**src/rtl/shf_pkg.sv**
```systemverilog
`timescale 1ns/1ps
// Shared types for the shift/rotate unit.
// Assumes: the operation code encoding is fixed by the instruction decoder.
package shf_pkg;
    typedef enum logic [1:0] {
        SH_ROR = 2'd0,
        SH_ROL = 2'd1,
        SH_ASR = 2'd2,
        SH_ASL = 2'd3
    } shf_op_e;
endpackage

```
**src/rtl/shf_step.sv**
```systemverilog
`timescale 1ns/1ps
// One-position shift/rotate step on a word or word pair plus carry.
// Assumes: purely combinational; the caller registers the outputs.
module shf_step import shf_pkg::*; #(
    parameter int W = 16
) (
    input  shf_op_e        op,
    input  logic           dbl,
    input  logic [W-1:0]   hi,
    input  logic [W-1:0]   lo,
    input  logic           c,
    output logic [W-1:0]   hi_n,
    output logic [W-1:0]   lo_n,
    output logic           c_n,
    output logic           top_flip
);
    // Next value of the ring or shift register after a single position.
    always_comb begin
        hi_n = hi;
        lo_n = lo;
        c_n  = c;
        case (op)
            SH_ROR: begin
                c_n = lo[0];
                if (dbl) begin
                    lo_n = {hi[0], lo[W-1:1]};
                    hi_n = {c, hi[W-1:1]};
                end else begin
                    lo_n = {c, lo[W-1:1]};
                end
            end
            SH_ROL: begin
                if (dbl) begin
                    c_n  = hi[W-1];
                    hi_n = {hi[W-2:0], lo[W-1]};
                end else begin
                    c_n  = lo[W-1];
                end
                lo_n = {lo[W-2:0], c};
            end
            SH_ASR: begin
                c_n = lo[0];
                if (dbl) begin
                    lo_n = {hi[0], lo[W-1:1]};
                    hi_n = {hi[W-1], hi[W-1:1]};
                end else begin
                    lo_n = {lo[W-1], lo[W-1:1]};
                end
            end
            default: begin
                if (dbl) begin
                    c_n  = hi[W-1];
                    hi_n = {hi[W-2:0], lo[W-1]};
                end else begin
                    c_n  = lo[W-1];
                end
                lo_n = {lo[W-2:0], 1'b0};
            end
        endcase
    end

    // Reports whether this step altered the top bit of the active width.
    always_comb begin
        top_flip = dbl ? (hi_n[W-1] ^ hi[W-1]) : (lo_n[W-1] ^ lo[W-1]);
    end
endmodule

```
**src/rtl/shf_ctrl.sv**
```systemverilog
`timescale 1ns/1ps
// Sequencer: accepts a start when idle, counts count+1 steps, pulses done.
// Assumes: start while busy is ignored; the count field is latched at load.
module shf_ctrl #(
    parameter int CNT_W = 4
) (
    input  logic             clk,
    input  logic             rst_n,
    input  logic             start,
    input  logic [CNT_W-1:0] cnt_field,
    output logic             load,
    output logic             busy,
    output logic             done
);
    localparam int RW = CNT_W + 1;

    logic [RW-1:0] cnt_q;

    // Accept a new operation only while no run is in progress.
    always_comb begin
        load = start && !busy;
    end

    // Step counter, busy state and the done pulse.
    always_ff @(posedge clk) begin
        if (!rst_n) begin
            cnt_q <= '0;
            busy  <= 1'b0;
            done  <= 1'b0;
        end else if (load) begin
            cnt_q <= {1'b0, cnt_field} + RW'(1);
            busy  <= 1'b1;
            done  <= 1'b0;
        end else if (busy) begin
            cnt_q <= cnt_q - RW'(1);
            busy  <= (cnt_q != RW'(1));
            done  <= (cnt_q == RW'(1));
        end else begin
            done  <= 1'b0;
        end
    end


    done_pulse_chk: assert property (@(posedge clk) disable iff (!rst_n)
        done |=> !done);

    load_busy_chk: assert property (@(posedge clk) disable iff (!rst_n)
        (start && !busy) |=> busy);

    busy_count_chk: assert property (@(posedge clk) disable iff (!rst_n)
        (busy && cnt_q > RW'(1)) |=> (busy && cnt_q == $past(cnt_q) - RW'(1)));
endmodule

```
**src/rtl/shf_flags.sv**
```systemverilog
`timescale 1ns/1ps
// Condition flags derived from the held result registers.
// Assumes: v_acc already holds the sticky sign-change record of a left shift.
module shf_flags import shf_pkg::*; #(
    parameter int W = 16
) (
    input  shf_op_e      op,
    input  logic         dbl,
    input  logic [W-1:0] hi,
    input  logic [W-1:0] lo,
    input  logic         c,
    input  logic         v_acc,
    output logic         n,
    output logic         z,
    output logic         v
);
    // N from the active top bit, Z over the active width, V by operation.
    always_comb begin
        n = dbl ? hi[W-1] : lo[W-1];
        z = dbl ? ~|{hi, lo} : ~|lo;
        v = (op == SH_ASL) ? v_acc : (n ^ c);
    end
endmodule

```
**src/rtl/shift_rot_unit.sv**
```systemverilog
`timescale 1ns/1ps
// Iterative multi-bit shift/rotate unit with carry, single word or word pair.
// Assumes: one position per cycle; the result is held until the next start.
module shift_rot_unit import shf_pkg::*; #(
    parameter int W     = 16,
    parameter int CNT_W = 4
) (
    input  logic             clk,
    input  logic             rst_n,
    input  logic             start,
    input  logic [1:0]       op_sel,
    input  logic             dbl,
    input  logic [CNT_W-1:0] count,
    input  logic [W-1:0]     src_lo,
    input  logic [W-1:0]     src_hi,
    input  logic             c_in,
    output logic [W-1:0]     res_lo,
    output logic [W-1:0]     res_hi,
    output logic             flag_n,
    output logic             flag_z,
    output logic             flag_v,
    output logic             flag_c,
    output logic             done
);
    shf_op_e      op_q;
    logic         dbl_q;
    logic [W-1:0] hi_q, lo_q;
    logic         c_q, v_acc;
    logic         load, busy;
    logic [W-1:0] hi_n, lo_n;
    logic         c_n, top_flip;

    shf_ctrl #(.CNT_W(CNT_W)) u_ctrl (
        .clk(clk), .rst_n(rst_n), .start(start), .cnt_field(count),
        .load(load), .busy(busy), .done(done)
    );

    shf_step #(.W(W)) u_step (
        .op(op_q), .dbl(dbl_q), .hi(hi_q), .lo(lo_q), .c(c_q),
        .hi_n(hi_n), .lo_n(lo_n), .c_n(c_n), .top_flip(top_flip)
    );

    shf_flags #(.W(W)) u_flags (
        .op(op_q), .dbl(dbl_q), .hi(hi_q), .lo(lo_q), .c(c_q), .v_acc(v_acc),
        .n(flag_n), .z(flag_z), .v(flag_v)
    );

    // Operand latch at start, one step per busy cycle, hold otherwise.
    always_ff @(posedge clk) begin
        if (!rst_n) begin
            op_q  <= SH_ROR;
            dbl_q <= 1'b0;
            hi_q  <= '0;
            lo_q  <= '0;
            c_q   <= 1'b0;
            v_acc <= 1'b0;
        end else if (load) begin
            op_q  <= shf_op_e'(op_sel);
            dbl_q <= dbl;
            hi_q  <= src_hi;
            lo_q  <= src_lo;
            c_q   <= c_in;
            v_acc <= 1'b0;
        end else if (busy) begin
            hi_q  <= hi_n;
            lo_q  <= lo_n;
            c_q   <= c_n;
            v_acc <= v_acc | (top_flip && op_q == SH_ASL);
        end
    end

    // Drive the result ports from the held registers.
    always_comb begin
        res_lo = lo_q;
        res_hi = hi_q;
        flag_c = c_q;
    end


    hi_keep_chk: assert property (@(posedge clk) disable iff (!rst_n)
        (busy && !dbl_q) |=> $stable(hi_q));

    hold_chk: assert property (@(posedge clk) disable iff (!rst_n)
        (!busy && !start) |=> ($stable(lo_q) && $stable(hi_q) && $stable(c_q)));

    asr_sign_chk: assert property (@(posedge clk) disable iff (!rst_n)
        (busy && op_q == SH_ASR) |=> $stable(dbl_q ? hi_q[W-1] : lo_q[W-1]));

    v_asl_chk: assert property (@(posedge clk) disable iff (!rst_n)
        (busy && op_q != SH_ASL) |=> !v_acc);
endmodule

```
**config.mk**
```make
export PLATFORM = sky130hd
export DESIGN_NAME = shift_rot_unit
export DESIGN_NICKNAME = d
export VERILOG_FILES = /design/src/rtl/shf_pkg.sv /design/src/rtl/shf_step.sv /design/src/rtl/shf_ctrl.sv /design/src/rtl/shf_flags.sv /design/src/rtl/shift_rot_unit.sv
export SDC_FILE = /design/constraint.sdc
export NUM_CORES = 1
export LEC_CHECK = 0
export ABC_CLOCK_PERIOD_IN_PS = 4300
export BUFFER_PORTS_ARGS = -buffer_cell sky130_fd_sc_hd__buf_4
export CAP_MARGIN = 40
export CORE_ASPECT_RATIO = 2
export CORE_MARGIN = 10
export CORE_UTILIZATION = 33
export CTS_CLUSTER_SIZE = 8
export DETAILED_ROUTE_END_ITERATION = 12
export SLEW_MARGIN = 10
export SYNTH_ARGS = -nofsm -noshare
export SYNTH_HDL_FRONTEND = slang
export SYNTH_SLANG_ARGS = --single-unit
```
**constraint.sdc**
```tcl
create_clock -name clk -period 4.3 [get_ports clk]
set_input_delay 0.86 -clock clk [delete_from_list [all_inputs] [get_ports clk]]
set_output_delay 0.86 -clock clk [all_outputs]
set_load 0.01 [all_outputs]
```
=== After elaboration in Yosys (flattened, before gate mapping) ===
Index checks and enable logic that the tools add are counted.

* Register bits: 44
* Input port bits: 43
* Output and inout bits: 37
* Word-level logic and storage cells: 59

* Add/subtract/negate cells: 2
* Equal/unequal tests: 5
* Muxes and demuxes: 22
* Bitwise operators: 6
* Reductions and logical operators: 14

{| class="wikitable"
|+ Operators with widths
! kind !! number
|-
| $mux 16 || 8
|-
| $pmux 16 s3 || 1
|-
| $pmux 16 s2 || 1
|-
| $reduce_or 32->1 || 1
|-
| $reduce_or 16->1 || 1
|-
| $mux 15 || 1
|-
| $mux 5 || 2
|-
| $mux 1 || 9
|-
| $add 4x1->5 const B || 1
|-
| $eq 5x1->1 const B || 1
|-
| $ne 5x1->1 const B || 1
|-
| $sub 5x1->5 const B || 1
|-
| $eq 2x2->1 const B || 2
|-
| $reduce_bool 2->1 || 2
|-
| $reduce_or 2->1 || 2
|-
| $logic_not 1->1 || 3
|-
| $reduce_or 3->1 || 1
|-
| $xor 1x1->1 || 3
|-
| $eq 2x1->1 const B || 1
|-
| $logic_and 1x1->1 || 2
|-
| $logic_not 2->1 || 1
|-
| $not 1->1 || 2
|-
| $reduce_and 2->1 || 1
|-
| $or 1x1->1 || 1
|}

=== Logic depth before layout (Yosys ltp) ===
Gate-level depths: netlist of the first run.

* Word-level depth: 6
* Gate-level depth with buffers: 7

=== By module ===
From an unflattened synthesis of the first run, not the netlist that was laid out.

* Cells, all modules: 311
* Area total of the unflattened synthesis: 3106.7 sq um

{| class="wikitable"
|+ Modules (own cells, without submodules)
! module !! times used !! cells each !! area an instance (sq um) !! sequential area each (sq um)
|-
| shift_rot_unit || 1 || 159 || 1963.1 || 740.7
|-
| shf_step || 1 || 92 || 645.6 || 0.0
|-
| shf_ctrl || 1 || 44 || 394.1 || 140.1
|-
| shf_flags || 1 || 16 || 103.8 || 0.0
|}

=== Worst setup path after synthesis of the first run ===
No wires, ideal clock.

* Path kind: register to output
* Start: register dbl_q
* End: output flag_v
* Arrival time: 1.222 ns
* Data required time: 3.440 ns
* Slack: 2.218 ns
* Stages on the path, launching flop included: 6
* Cell sequence: dfxtp_1 -> buf_2 -> buf_2 -> mux2i_1 -> xor2_1 -> a21oi_1

* Cells in the longest elaborated chain, start to end: 3

{| class="wikitable"
|+ RTL lines
! item !! RTL line !! source
|-
| start, declared || shift_rot_unit.sv:26 || <nowiki>logic dbl_q;</nowiki>
|-
| start signal, assigned || shift_rot_unit.sv:59 || <nowiki>dbl_q <= dbl;</nowiki>
|-
| $mux 1 || shf_flags.sv:19 || <nowiki>n = dbl ? hi[W-1] : lo[W-1];</nowiki>
|-
| $xor 1x1->1 || shf_flags.sv:21 || <nowiki>v = (op == SH_ASL) ? v_acc : (n ^ c);</nowiki>
|-
| $mux 1 || shf_flags.sv:21 ||
|-
| end, declared || shift_rot_unit.sv:21 || <nowiki>output logic flag_v,</nowiki>
|}

Every way passes these cells.

=== Worst setup path after layout of the first run ===
* Start: register hi_q[9], in the netlist res_hi[9]
* End: output flag_z

* Cells in the longest elaborated chain, start to end: 3

{| class="wikitable"
|+ RTL lines
! item !! RTL line !! source
|-
| start, declared || shift_rot_unit.sv:27 || <nowiki>logic [W-1:0] hi_q, lo_q;</nowiki>
|-
| start signal, assigned || shift_rot_unit.sv:60 || <nowiki>hi_q <= src_hi;</nowiki>
|-
| start signal, assigned || shift_rot_unit.sv:65 || <nowiki>hi_q <= hi_n;</nowiki>
|-
| $reduce_or 32->1 || shf_flags.sv:20 || <nowiki>z = dbl ? ~|{hi, lo} : ~|lo;</nowiki>
|-
| $logic_not 1->1 || shf_flags.sv:20 ||
|-
| $mux 1 || shf_flags.sv:20 ||
|-
| end, declared || shift_rot_unit.sv:20 || <nowiki>output logic flag_z,</nowiki>
|}

Every way passes these cells.

==> results of run 1 <==
[synth_stat cells (2+ instances only)]
master     count
nor3_1         2
a21oi_1       20
nor2b_1       20
inv_1          3
a221oi_1       5
mux2_4         9
clkbuf_1       8
and3_1         2
ha_1           3
nand2_1       29
o21ai_1        2
dfxtp_1       44
a21boi_0       3
mux2_1         4
a221oi_2      10
and2_1         3
nand2b_1       3
buf_6          2
nand3_1        4
buf_2         16
nor2_1         6
a2bb2oi_1     15
o21ai_0        9
xnor2_1        4
nor4_1         9
xor2_1         2
mux2i_1       18
nand4_1        4
o211a_1       17
mux2_2        17
[per-stage QoR]
stage	util	setup slack, ps	area, um^2	total power, mW
floorplan	-	2218	2887	0.6849
global placement	0.4054	1744	3482	0.7971
detailed placement	0.4054	1701	3482	0.8003
CTS	0.4225	1711	3628	1.201
global route	0.4225	1568	3628	1.250
finish	0.4225	1640	3628	1.183
[flip-flops by register name, indices dropped and copies added, names as in the netlist]
register,cells
v_acc,1
u_ctrl.cnt_q,5
u_ctrl.busy,1
op_q,2
flag_c,1
res_lo,16
res_hi,16
u_ctrl.done,1
dbl_q,1
[layer usage]
| metal | part of all wire | track usage | wire length [um] | vias up |
|---|---|---|---|---|
| met2 | 0.52 | 0.2382 | 4663 | 74 |
| met3 | 0.053 | 0.03587 | 474 | 12 |
| met1 | 0.40 | 0.1435 | 3545 | 1249 |
| li1 | - | - | - | 1268 |
| met4 | 0.022 | 0.05678 | 199 | 0 |
| met5 | 0 | 0 | 0 | - |
[layout by cell type, fill, tap and decap left out, drive strengths merged, types with 3 or more instances in the layout]
master,instances
mux2,30
buf,84
nand4,4
clkbuf,8
mux2i,18
a21oi,20
o211a,17
nand2,29
and2,3
a221oi,15
nor2b,20
nand2b,3
nor4,9
a2bb2oi,15
o21ai,11
xnor2,4
nand3,4
nor2,7
ha,3
dfxtp,44
a21boi,3
inv,3
[cell type report]
cell class / instances / area, um^2
clock buffer: 8 / 146.4
fill: 910 / 4960
inverter: 3 / 11.26
multi-input combinational: 231 / 1833
sequential: 44 / 882.1
tap: 100 / 125.1
timing repair buffer: 84 / 630.6
[cell families after synthesis]
logic type               after synthesis
buffers and inverters                 32
AO/OA/AOI/OAI                         89
XOR/XNOR                               6
flip-flops                            44
adder cells (fa/ha/maj)                3
AND/OR/NAND/NOR                       85
multiplexers                          48
[final timing paths]
path	to	depth (start not counted)	startpoint	slack (ps)
max	flag_z	4	res_hi[9]	1640
min	v_acc	2	v_acc	520
max reg2reg	res_hi[0]	5	u_ctrl.busy	1970
min reg2reg	v_acc	2	v_acc	520
[worst register-to-register path, cell delays in order, from the launching register on]
cell and delay (ps):
dfxtp_1 610, buf_4 410, and2_1 710, nor2_4 220, a2bb2oi_1 210, nor2b_1 60
[power by group through the flow]
stage	Sequential, mW	Combinational, mW	Clock, mW
after detailed placement	0.499	0.301	0
after CTS	0.491	0.302	0.408
after global routing	0.497	0.330	0.423
after global placement	0.500	0.297	0
after floorplan	0.490	0.195	0
final	0.491	0.298	0.394
==> out/qor.csv, run 1 <==
stage,metric,value,unit
status,outcome,finished clean,
yosys,syn-cell-area,0.002887,mm^2
setup_path,criticalPathCategory,flop to output pin,
clocking,cts-buffers-inserted,5,
layout,final_nets,415,
global_routing,grt_usage,0.1349,
setup_path,crit_fanout,6,
clocking,postCtsSetupBuffers,0,
timing,final-setup-viol-count,0,
die,start_util,0.3361,
setup_path,cp_cell_sequence,nor4_1 -> nand4_1 -> a21oi_1 -> buf_4,
yosys,synth_top_area_frac,0.3052,
die,core,0.008588,mm^2
routing,initialDrtViolationCount,124,
clocking,clkLatencyLatePin,290,ps
power_and_ir_drop,p_sw_frac,0.2960,
die,rows,48,
setup_path,cpLargestDelayFamily,simple AND/OR/NAND/NOR gates,
die,die_w,86.13,um
global_routing,grt_overflow,0,
yosys,synth_xor_area_frac,0.01821,
global_routing,antenna_found_initial,0,
power_and_ir_drop,power.switching,350.2,uW
layout,drive_gt1_frac,0.3514,
routing,avgRoutedWirePerCell,18.90,um
setup_path,cp-start-kind,flop,
setup_path,cp_data_required_time,3440,ps
yosys,yosys.area.top_type,dfxtp_1,
yosys,yosys-top-cells-area,"dfxtp_1, mux2_2, mux2i_1",
setup_path,cp.arrival,1800,ps
timing,tns,0,ps
yosys,ys_ff_latch,44,
yosys,yosys.area_share.adder,0.01300,
timing,min_period,2660,ps
yosys,synth_top_family_by_area,compound AO/OA/AOI/OAI gates,
power_and_ir_drop,comb_power_share,0.252,
clocking,cts-hold-fix-buffers,0,
timing,slew_viol_final,0,
power_and_ir_drop,p_clk_frac,0.333,
die,die-area,0.01311,mm^2
power_and_ir_drop,cellLeakagePower,1.626,nW
setup_path,crit_slowest_cell,nor4_1,
power_and_ir_drop,internal_power,832.8,uW
placement,placed_cells,462,
timing,final_hold_viol_count,0,
placement,gp_congestion,0.7696,
power_and_ir_drop,ir_worst_vdd,191.2,uV
clocking,ctsResizeCount,0,
setup_path,critical_path_buf_inv_count,1,
timing,maxSlewHeadroom,0.4803,
global_routing,grt_pass1_vias,2778,
yosys,synth_cell_types,44,
yosys,synthArstFlopShare,0,
clocking,path_clk_slew,60,ps
global_routing,grt_max_degree,47,
yosys,synthCells,307,
yosys,yosys_most_used_dff,dfxtp_1,
yosys,ys_warn_count,0,
yosys,synth_edf_count,0,
timing,finalCritPeriodShare,0.6187,
setup_path,max_stage_delay,550,ps
routing,detail_route.first_pass.iterations,4,
global_routing,grt_pass1_wl,14.51,mm
yosys,post_synth.cell_area_avg,9.402,um^2
timing,clock-skew-final,3.074,ps
routing,num_vias,2603,
layout,fin_cells,470,
yosys,yosysSeqAreaShare,0.3052,
yosys,synth-simple-area-share,0.1552,
job,maxCapViolations,0,
layout,num_antenna_cells,0,
clocking,cts_num_sinks,44,
power_and_ir_drop,power_frac_seq,0.415,
timing,fmax,375.9,MHz
routing,viasPerCell,5.538,
setup_path,worstSetupEndpointType,output pin,
hold_path,holdCritPathClass,flop to flop,
timing,tightest_slew,779.5,ps
clocking,cts_tree,yes,
routing,drc_errors,0,
clocking,htreeDepth,2,
placement,io_buffers,79,
routing,drt.antenna.violating_nets,0,
die,die_h,152.3,um
routing,finalWirelength,8.882,mm
die,ios,80,
layout,syn2layout_area_growth,25.70,%
timing,hold_ws,515.2,ps
placement,dpl.hpwl,6.426,mm
power_and_ir_drop,power.density,326.0,mW/mm^2
yosys,synth-compound-area-share,0.2566,
yosys,syn_nets,353,
clocking,clk_path_buf_depth,2,
yosys,synth_mux_area_frac,0.1912,
timing,rsz0062_at_grt,false,
clocking,root_buffer,clkbuf_16,
No activity file was read; power rests on OpenSTA's default activity.
==> run 2: changes to the inputs <==
--- a/config.mk
+++ b/config.mk
@@ -5,7 +5,7 @@
 export SDC_FILE = /design/constraint.sdc
 export NUM_CORES = 1
 export LEC_CHECK = 0
-export ABC_CLOCK_PERIOD_IN_PS = 4300
+export ABC_CLOCK_PERIOD_IN_PS = 2200
 export BUFFER_PORTS_ARGS = -buffer_cell sky130_fd_sc_hd__buf_4
 export CAP_MARGIN = 40
 export CORE_ASPECT_RATIO = 2
==> constraint.sdc (replaced) <==
create_clock -name clk -period 2.2 [get_ports clk]
set_input_delay 0.44 -clock clk [delete_from_list [all_inputs] [get_ports clk]]
set_output_delay 0.44 -clock clk [all_outputs]
set_load 0.01 [all_outputs]
==> out/qor.csv, run 2 (synthesis gave the netlist of run 1 again) <==
stage,metric,value,unit,change
global_routing,antenna_found_initial,0,,unchanged
power_and_ir_drop,power.density,622.6,mW/mm^2,+91%
hold_path,min_from,op_sel[0],,
timing,final_hold_viol_count,0,,unchanged
status,outcome,finished clean,,
hold_path,holdCritPathClass,input port to flop,,
setup_path,startpoint,res_hi[1],,
clocking,root_buffer,clkbuf_16,,
layout,multi_input_area,0.001833,mm^2,unchanged
power_and_ir_drop,power_frac_seq,0.420,,+0.005
die,die_w,86.13,um,unchanged
clocking,cts_num_sinks,44,,unchanged
global_routing,grt_overflow,0,,unchanged
layout,n_fill_cell,879,,-3.4%
timing,worst_slack,223.7,ps,-1416 ps
timing,tightest_slew,574.2,ps,-205.3 ps
power_and_ir_drop,ir_worst_vdd,518.4,uV,+170%
die,rows,48,,unchanged
timing,fmax,506.0,MHz,
die,die_h,152.3,um,unchanged
die,core,0.008588,mm^2,unchanged
routing,drt.antenna.violating_nets,0,,unchanged
setup_path,cp.arrival,1540,ps,-260 ps
setup_path,criticalPathCategory,flop to output pin,,
global_routing,grt_max_degree,36,,-23%
setup_path,worstSetupEndpointType,output pin,,
die,die-area,0.01311,mm^2,unchanged
clocking,cts-buffers-inserted,5,,unchanged
timing,slew_viol_final,0,,unchanged
layout,num_antenna_cells,0,,unchanged
clocking,path_clk_slew,60,ps,about the same
die,start_util,0.3361,,unchanged
setup_path,rrSetupSlack,440,ps,-1530 ps
layout,ff_latch_area,882.1,um^2,unchanged
clocking,htreeDepth,2,,unchanged
power_and_ir_drop,p_sw_frac,0.2989,,+0.002881
clocking,cts_tree,yes,,
timing,clock-skew-final,4.694,ps,+1.619 ps
power_and_ir_drop,cellLeakagePower,1.641,nW,+0.93%
job,maxCapViolations,0,,unchanged
setup_path,rr_endpoint,res_hi[11],,
placement,gp_congestion,0.8100,,+5.2%
power_and_ir_drop,p_clk_frac,0.320,,-0.013
timing,maxSlewHeadroom,0.6172,,+0.1369
layout,final_cell_mix,"buf_4, dfxtp_1, nand2_1",,
routing,avgRoutedWirePerCell,18.47,um,-2.2%
die,ios,80,,unchanged
timing,min_period,1976,ps,
power_and_ir_drop,power.switching,679.5,uW,+94%
setup_path,cp_data_required_time,1760,ps,-1680 ps
layout,final_nets,418,,+0.72%
placement,dpl.hpwl,6.495,mm,+1.1%
routing,detail_route.first_pass.iterations,6,,+2
global_routing,grt_pass1_wl,14.14,mm,-2.6%
clocking,clk_path_buf_depth,2,,unchanged
power_and_ir_drop,internal_power,1.594,mW,+91%
global_routing,grt_usage,0.1314,,-0.003548
placement,pre_cts_ws,470.4,ps,-1231 ps
clocking,postCtsSetupBuffers,0,,unchanged
routing,finalWirelength,8.720,mm,-1.8%
global_routing,grt_pass1_vias,2711,,-2.4%
routing,initialDrtViolationCount,128,,+3.2%
routing,drc_errors,0,,unchanged
timing,rsz0062_at_grt,false,,
timing,tns,0,ps,unchanged
hold_path,worstHoldEndpoint,op_q[0],,
layout,final_common_cell,buf_4,,
routing,num_vias,2632,,+1.1%
setup_path,timing.rr.start,op_q[0],,
routing,viasPerCell,5.576,,+0.69%
layout,drive_gt1_frac,0.3575,,+0.006176
clocking,cts-hold-fix-buffers,0,,unchanged
setup_path,r2r_cells,4,,-1
setup_path,crit_fanout,6,,unchanged
clocking,ctsResizeCount,0,,unchanged
timing,final-setup-viol-count,0,,unchanged
setup_path,cp-start-kind,flop,,
hold_path,holdPathStages,3,,+1
clocking,clkLatencyLatePin,290,ps,about the same
placement,io_buffers,79,,unchanged
power_and_ir_drop,comb_power_share,0.259,,+0.007
timing,finalCritPeriodShare,0.8983,,
layout,syn2layout_area_growth,26.48,%,
[run 2: power by group through the flow]
stage	sequential [mW]	combinational, mW	clock [mW]
finish	0.956	0.590	0.728
detailed placement	0.974	0.595	0
global placement	0.972	0.589	0
global route	0.967	0.652	0.781
floorplan	0.957	0.382	0
CTS	0.956	0.598	0.757
[run 2: critical path: stages (launching register included)]
cell and delay [ps]:
dfxtp_1 360, nor4_1 360, nand4_1 180, a21oi_1 200, buf_4 150
[run 2: through the flow]
| step | util | power, mW | hold slack, ps | instance area, um^2 | std cells |
|---|---|---|---|---|---|
| CTS | 0.4251 | 2.312 | 402.7 | 3651 | 472 |
| finish | 0.4251 | 2.273 | 413.9 | 3651 | 472 |
| global placement | 0.4095 | 1.561 | 479.3 | 3517 | 465 |
| detailed placement | 0.4095 | 1.569 | 498.2 | 3517 | 465 |
| global route | 0.4251 | 2.400 | 418.1 | 3651 | 472 |
| floorplan | - | 1.339 | 460.2 | 2887 | 307 |
[run 2: area by class of cell]
class	instances	share of cell area
multi-input combinational	231	0.5021
sequential	44	0.2416
timing repair buffer	87	0.1823
clock buffer	6	0.03530
tap	100	0.03427
inverter	3	0.003084
clock inverter	1	0.001371
[run 2: worst max-delay path by stage]
stage	end	slack (ps)	cells past startpoint
2_1_floorplan	flag_v	540	5
5_1_grt	flag_z	90	4
6_report	flag_z	220	4
3_3_place_gp	flag_z	460	4
3_5_place_dp	res_hi[6]	470	6
4_1_cts	flag_z	180	4
[run 2: layer usage]
layer / part of all wire / vias up / track usage
met1: 0.39 / 1273 / 0.1396
met2: 0.55 / 74 / 0.2350
met3: 0.049 / 11 / 0.03640
met5: 0 / - / 0
li1: - / 1274 / -
met4: 0.018 / 0 / 0.04653
